--- src/rtl/iir_seq_pkg.sv ---
package iir_seq_pkg;
  typedef enum logic [1:0] {
    ST_IDLE,
    ST_WAIT,
    ST_MAC,
    ST_WRITE
  } eng_state_t;

  localparam logic [3:0] FUNC_IIR = 4'd9;
endpackage

--- src/rtl/iir_coef_bank.sv ---
module iir_coef_bank #(
  parameter int CW  = 16,
  parameter int NUM = 15,
  localparam int AW = $clog2(NUM)
) (
  input  logic          clk,
  input  logic          rst_n,
  input  logic          wr_en,
  input  logic [AW-1:0] wr_addr,
  input  logic [CW-1:0] wr_data,
  input  logic [AW-1:0] rd_addr,
  output logic [CW-1:0] rd_data
);
  logic [CW-1:0] tap_q [NUM];

  for (genvar i = 0; i < NUM; i++) begin : g_tap
    always_ff @(posedge clk) begin
      if (!rst_n) tap_q[i] <= '0;
      else if (wr_en && wr_addr == AW'(i)) tap_q[i] <= wr_data;
    end
  end

  always_comb begin
    rd_data = '0;
    if (32'(rd_addr) < NUM) rd_data = tap_q[rd_addr];
  end
endmodule

--- src/rtl/iir_sample_ring.sv ---
module iir_sample_ring #(
  parameter int DW    = 16,
  parameter int DEPTH = 16,
  localparam int AW   = $clog2(DEPTH)
) (
  input  logic          clk,
  input  logic          rst_n,
  input  logic          in_valid,
  output logic          in_ready,
  input  logic [DW-1:0] in_data,
  input  logic          pop,
  input  logic [AW-1:0] win_off,
  output logic [DW-1:0] win_data,
  output logic [AW:0]   count
);
  logic [DW-1:0] mem [DEPTH];
  logic [AW-1:0] head_q, tail_q;
  logic [AW:0]   cnt_q;
  logic          push;

  assign in_ready = cnt_q < (AW+1)'(DEPTH);
  assign push     = in_valid && in_ready;
  assign win_data = mem[head_q + win_off];
  assign count    = cnt_q;

  always_ff @(posedge clk) begin
    if (push) mem[tail_q] <= in_data;
  end

  always_ff @(posedge clk) begin
    if (!rst_n) begin
      head_q <= '0;
      tail_q <= '0;
      cnt_q  <= '0;
    end else begin
      if (push) tail_q <= tail_q + 1'b1;
      if (pop)  head_q <= head_q + 1'b1;
      cnt_q <= cnt_q + (AW+1)'(push) - (AW+1)'(pop);
    end
  end

  // the engine only consumes a sample it has already counted in
  assert_pop_has_data_R6: assert property (@(posedge clk) disable iff (!rst_n)
    pop |-> cnt_q != '0);
endmodule

--- src/rtl/iir_mac_unit.sv ---
module iir_mac_unit #(
  parameter int CW   = 16,
  parameter int DW   = 16,
  parameter int ACCW = 40,
  parameter int GW   = 3
) (
  input  logic                 clk,
  input  logic                 rst_n,
  input  logic                 clr,
  input  logic                 en,
  input  logic signed [CW-1:0] coef,
  input  logic signed [DW-1:0] operand,
  input  logic [GW-1:0]        gain,
  output logic signed [DW-1:0] result
);
  localparam int SW = ACCW + (1 << GW);
  localparam logic signed [SW-1:0] HI = SW'((1 <<< (DW-1)) - 1);
  localparam logic signed [SW-1:0] LO = -HI - SW'(1);

  logic signed [ACCW-1:0]  acc_q;
  logic signed [CW+DW-1:0] prod;
  logic signed [SW-1:0]    scaled;

  assign prod   = coef * operand;
  assign scaled = SW'(acc_q) <<< gain;

  always_ff @(posedge clk) begin
    if (!rst_n || clr) acc_q <= '0;
    else if (en)       acc_q <= acc_q + ACCW'(prod);
  end

  always_comb begin
    if (scaled > HI)      result = HI[DW-1:0];
    else if (scaled < LO) result = LO[DW-1:0];
    else                  result = scaled[DW-1:0];
  end
endmodule

--- src/rtl/iir_seq_engine.sv ---
module iir_seq_engine
  import iir_seq_pkg::*;
#(
  parameter int DW     = 16,
  parameter int CW     = 16,
  parameter int ACCW   = 40,
  parameter int MAX_P  = 8,
  parameter int MAX_Q  = 7,
  parameter int XDEPTH = 16,
  parameter int YDEPTH = 16,
  parameter int GW     = 3,
  parameter int CNTW   = 4,
  localparam int CAW   = $clog2(MAX_P + MAX_Q),
  localparam int XAW   = $clog2(XDEPTH),
  localparam int YAW   = $clog2(YDEPTH)
) (
  input  logic            clk,
  input  logic            rst_n,
  input  logic            param_we,
  input  logic [3:0]      param_func,
  input  logic [CNTW-1:0] param_p,
  input  logic [CNTW-1:0] param_q,
  input  logic [GW-1:0]   param_gain,
  input  logic            param_start,
  input  logic            coef_we,
  input  logic [CAW-1:0]  coef_addr,
  input  logic [CW-1:0]   coef_data,
  input  logic            hist_we,
  input  logic [YAW-1:0]  hist_addr,
  input  logic [DW-1:0]   hist_data,
  input  logic            x_valid,
  output logic            x_ready,
  input  logic [DW-1:0]   x_data,
  output logic            y_valid,
  input  logic            y_ready,
  output logic [DW-1:0]   y_data,
  output logic            busy
);
  eng_state_t     state_q;
  logic [CNTW-1:0] p_q, q_q;
  logic [GW-1:0]  gain_q;
  logic [CAW:0]   k_q, terms;
  logic [YAW-1:0] fb_q, wr_q, rd_q, fb_idx;
  logic [YAW:0]   unread_q;
  logic [DW-1:0]  y_mem [YDEPTH];
  logic [XAW:0]   x_count;
  logic [DW-1:0]  x_win;
  logic [CW-1:0]  coef_rd;
  logic [DW-1:0]  sat_res;
  logic           start_ok, stop_req, in_ff, y_space, y_pop, do_write;

  assign start_ok = param_we && param_start && param_func == FUNC_IIR &&
                    param_p != '0 && param_p <= CNTW'(MAX_P) &&
                    param_q <= CNTW'(MAX_Q);
  assign stop_req = param_we && !param_start;
  assign terms    = (CAW+1)'(p_q) + (CAW+1)'(q_q);
  assign in_ff    = k_q < (CAW+1)'(p_q);
  assign fb_idx   = fb_q + YAW'(k_q - (CAW+1)'(p_q));
  assign y_space  = unread_q < (YAW+1)'(YDEPTH);
  assign y_valid  = unread_q != '0;
  assign y_data   = y_mem[rd_q];
  assign y_pop    = y_valid && y_ready;
  assign do_write = state_q == ST_WRITE && !stop_req;
  assign busy     = state_q != ST_IDLE;

  iir_coef_bank #(.CW(CW), .NUM(MAX_P + MAX_Q)) u_coef (
    .clk(clk), .rst_n(rst_n), .wr_en(coef_we), .wr_addr(coef_addr),
    .wr_data(coef_data), .rd_addr(k_q[CAW-1:0]), .rd_data(coef_rd)
  );

  iir_sample_ring #(.DW(DW), .DEPTH(XDEPTH)) u_xring (
    .clk(clk), .rst_n(rst_n), .in_valid(x_valid), .in_ready(x_ready),
    .in_data(x_data), .pop(do_write), .win_off(XAW'(k_q)),
    .win_data(x_win), .count(x_count)
  );

  iir_mac_unit #(.CW(CW), .DW(DW), .ACCW(ACCW), .GW(GW)) u_mac (
    .clk(clk), .rst_n(rst_n), .clr(state_q == ST_WAIT),
    .en(state_q == ST_MAC), .coef(coef_rd),
    .operand(in_ff ? x_win : y_mem[fb_idx]), .gain(gain_q), .result(sat_res)
  );

  always_ff @(posedge clk) begin
    if (!rst_n) begin
      state_q  <= ST_IDLE;
      p_q      <= '0;
      q_q      <= '0;
      gain_q   <= '0;
      k_q      <= '0;
      fb_q     <= '0;
      wr_q     <= '0;
      rd_q     <= '0;
      unread_q <= '0;
      for (int i = 0; i < YDEPTH; i++) y_mem[i] <= '0;
    end else begin
      if (y_pop) rd_q <= rd_q + 1'b1;
      unread_q <= unread_q + (YAW+1)'(do_write) - (YAW+1)'(y_pop);
      if (state_q == ST_IDLE && hist_we) y_mem[hist_addr] <= hist_data;
      if (state_q != ST_IDLE && stop_req) begin
        state_q <= ST_IDLE;
      end else begin
        unique case (state_q)
          ST_IDLE: if (start_ok) begin
            p_q      <= param_p;
            q_q      <= param_q;
            gain_q   <= param_gain;
            fb_q     <= '0;
            wr_q     <= YAW'(param_q);
            rd_q     <= YAW'(param_q);
            unread_q <= '0;
            state_q  <= ST_WAIT;
          end
          ST_WAIT: if (x_count >= (XAW+1)'(p_q) && y_space) begin
            k_q     <= '0;
            state_q <= ST_MAC;
          end
          ST_MAC: begin
            k_q <= k_q + 1'b1;
            if (k_q == terms - 1'b1) state_q <= ST_WRITE;
          end
          ST_WRITE: begin
            y_mem[wr_q] <= sat_res;
            wr_q    <= wr_q + 1'b1;
            fb_q    <= fb_q + 1'b1;
            state_q <= ST_WAIT;
          end
          default: state_q <= ST_IDLE;
        endcase
      end
    end
  end

  assert_reject_bad_func_R2: assert property (@(posedge clk) disable iff (!rst_n)
    (!busy && param_we && param_start && param_func != FUNC_IIR) |=> !busy);
  assert_window_present_R6: assert property (@(posedge clk) disable iff (!rst_n)
    state_q == ST_MAC |-> x_count >= (XAW+1)'(p_q));
  assert_no_overflow_R9: assert property (@(posedge clk) disable iff (!rst_n)
    state_q == ST_WRITE |-> unread_q < (YAW+1)'(YDEPTH));
  assert_stop_idles_R11: assert property (@(posedge clk) disable iff (!rst_n)
    (param_we && !param_start) |=> !busy);
  assert_y_hold_R13: assert property (@(posedge clk) disable iff (!rst_n)
    (y_valid && !y_ready && !param_we && !hist_we) |=> (y_valid && $stable(y_data)));
endmodule

--- config.mk ---
export PLATFORM = sky130hd
export DESIGN_NAME = iir_seq_engine
export DESIGN_NICKNAME = d
export VERILOG_FILES = /design/src/rtl/iir_seq_pkg.sv /design/src/rtl/iir_coef_bank.sv /design/src/rtl/iir_sample_ring.sv /design/src/rtl/iir_mac_unit.sv /design/src/rtl/iir_seq_engine.sv
export SDC_FILE = /design/constraint.sdc
export NUM_CORES = 2
export LEC_CHECK = 0
export ABC_AREA = 1
export BUFFER_PORTS_ARGS = -buffer_cell sky130_fd_sc_hd__buf_2
export CORE_MARGIN = 5
export CORE_UTILIZATION = 30
export DETAILED_ROUTE_END_ITERATION = 10
export SYNTH_ARGS = -nofsm -noshare
export SYNTH_HDL_FRONTEND = slang
export SYNTH_SLANG_ARGS = --single-unit
--- constraint.sdc ---
create_clock -name clk -period 12.13 [get_ports clk]
set_input_delay 1.8195 -clock clk [delete_from_list [all_inputs] [get_ports clk]]
set_output_delay 1.8195 -clock clk [all_outputs]
set_load 0.02 [all_outputs]
==> flow_summary.json <==
{
  "drc": 0,
  "busiest_layer": "met2",
  "cpMaxStageDelayCell": "fa_4",
  "grt-ovfl-total": 0,
  "dp.cells": 8426,
  "path_common_cell": "inv_1",
  "cp.buffers_inverters": 11,
  "slew_violations": 0,
  "startpoint_type": "flop",
  "cts_num_sinks": 844,
  "final.setup.tns_ns": 0,
  "setup_viol": 0,
  "grt_max_degree": 97,
  "max_freq_mhz": 95.2,
  "cp-end-kind": "flop",
  "fin_worst_skew_ns": 0.0330,
  "critPathMaxStageDelay_ns": 1.21,
  "cts_made_buffers": 91,
  "io_pins": 98,
  "drt_iter0_markers": 4577,
  "synth_cells": 6211,
  "fin_crit_ns": 10.51,
  "antenna_found_initial": 12,
  "ys_seq_area_frac": 0.448,
  "fin_cells": 8594,
  "ys_types": 46,
  "fp-row-count": 156,
  "routabilityCongestion": 0.921,
  "crit_family": "adder cells",
  "die_x_um": 436,
  "met1_usage": 0.230,
  "initial_core_util": 0.302,
  "synthesis.area_mm2": 0.0545,
  "track_usage": 0.175,
  "cp_max_fo": 58,
  "seq_area_mm2": 0.0244,
  "worst_pin_slew_ns": 1.22,
  "post_cts_resized": 0,
  "synth-warning-count": 0,
  "cts_hold_buf": 0,
  "relSlewSlack": 0.186,
  "n_fill_cell": 18700,
  "syn_nets": 6788,
  "met3_usage": 0.0328,
  "hold_path_class": "reg -> reg",
  "vias_per_cell": 5.13,
  "multi_input_area_mm2": 0.0257,
  "grt_pass1_wl_mm": 260,
  "cp_data_arrival_time_ns": 11.14,
  "post-route-period-util": 0.866,
  "dp_hpwl_mm": 118,
  "grt_util_met2": 0.290,
  "antenna_left": 0,
  "drive_gt1_frac": 0.0548,
  "cts_root_buffer": "clkbuf_16",
  "ys_ff_latch": 844,
  "cts_tree": "built",
  "maxCapViolCount": 0,
  "r2r_slack_ns": 1.62,
  "rsz0062_at_grt": "false",
  "ctsHtreeMaxLevel": 3,
  "wirelength_mm": 171,
  "core_area_mm2": 0.181,
  "grt_pass1_vias": 43000,
  "drt_first_pass_iters": 5,
  "required_ns": 12.76,
  "synthFlopType": "edfxtp_1",
  "clockBufferDepth": 3,
  "die_y_um": 436,
  "wire_per_inst_um": 19.9,
  "status": "completed",
  "dieArea_mm2": 0.190,
  "vias": 44100,
  "nNetsFinal": 6726,
  "insertion_delay_ns": 0.73,
  "async_flop_share": 0,
  "cts_setup_buffers": 0,
  "fin_util": 0.333,
  "port_buffers": 97,
  "path_clk_slew_ns": 0.07,
  "area_delta_synth_final_pct": 10.6,
  "crit_type": "reg -> reg",
  "avgSynthCellArea_um2": 8.78,
  "final-hold-violation-count": 0,
  "synth_edf_count": 752
}
[registers in the layout, indices dropped and copies added (netlist names), 4 cells and up, named ones only]
name,flops
u_xring.head_q,4
wr_q,4
p_q,4
u_xring.count,5
k_q,5
u_xring.mem,256
fb_q,4
u_coef.tap_q,240
y_mem,256
u_mac.acc_q,40
q_q,4
u_xring.tail_q,4
rd_q,4
unread_q,5
[worst paths after layout]
| kind | start | endpoint | cells past startpoint |
|---|---|---|---|
| setup / recovery | k_q[1] | u_mac.acc_q[39] | 34 |
| hold / removal | q_q[3] | q_q[3] | 2 |
| setup reg to reg | k_q[1] | u_mac.acc_q[39] | 34 |
| hold reg to reg | q_q[3] | q_q[3] | 2 |
[worst min-delay path: stages (launching register included)]
cell	delay, ns
dfxtp_1	0.30
inv_1	0.06
nor2_1	0.04
[layout make-up]
type                    count  area share
well taps                2370      0.0492
multi-input cells        4223       0.427
inverters                 804      0.0501
diodes                      5    0.000208
flip-flops and latches    844       0.405
clock inverters            44     0.00930
repair buffers            185      0.0193
clock buffers             119      0.0397
[kinds of logic (layout without fill, tap and decap cells)]
| family | Yosys count | after routing | share of synthesized area |
|---|---|---|---|
| AOI/OAI and AO/OA | 1269 | 1269 | 0.127 |
| xor gates and xnor gates | 40 | 40 | 0.00643 |
| adders and majority gates | 498 | 498 | 0.161 |
| buffers and inverters | 1144 | 1152 | 0.0809 |
| DFF | 844 | 844 | 0.448 |
| muxes | 9 | 9 | 0.00165 |
| other | 0 | 5 | 0 |
| and+or+nand+nor | 2407 | 2407 | 0.175 |
[synth_stat cells (16+ instances only)]
cell,n,area [µm²]
nand2_1,1065,4000
nor2_1,980,3680
inv_1,793,2980
edfxtp_1,752,22600
o21ai_0,589,2950
a21oi_1,476,2380
fa_1,338,6770
nand3_1,308,1540
clkbuf_1,246,923
ha_1,160,2000
dfxtp_1,92,1840
o22ai_1,49,307
buf_2,48,240
buf_1,32,120
a22oi_1,30,225
a32o_1,30,300
o221ai_1,28,245
xor2_1,26,228
nor3_1,25,125
o211ai_1,20,150
a31oi_1,16,100
[layout by cell type, fill, tap and decap left out, drive strengths merged, types with 4 or more instances in the layout]
master and count:
nor3 25, clkbuf 119, xnor2 14, a211oi 4
nand2 1065, a32o 30, edfxtp 752, clkinv 39
nand3b 8, a21oi 478, o21ai 592, a21o 4
fa 338, a22oi 30, o22ai 49, xor2 26
ha 160, nand3 309, inv 799, o211ai 20
o221ai 28, nor3b 4, buf 185, a31oi 22
diode 5, nand4 12, nor2 980, dfxtp 92
mux2i 9, bufinv 8
[routing by layer]
| metal | share of wire | wire length [µm] |
|---|---|---|
| met5 | 0.000076 | 13 |
| met4 | 0.039 | 6750 |
| met3 | 0.080 | 13600 |
| met2 | 0.47 | 80800 |
| met1 | 0.41 | 70000 |
[stage by stage]
| stage | setup slack, ns | hold slack [ns] | instance area (µm²) |
|---|---|---|---|
| floorplan | 3.60 | 0.420 | 54500 |
| global placement | 1.83 | 0.432 | 57300 |
| detailed placement | 1.72 | 0.435 | 57300 |
| CTS | 1.69 | 0.445 | 60300 |
| global route | 0.884 | 0.466 | 60300 |
| finish | 1.62 | 0.442 | 60300 |
Power is not shown: default switching activity piles up to over one toggle a cycle in this logic, so the estimate is an artifact.
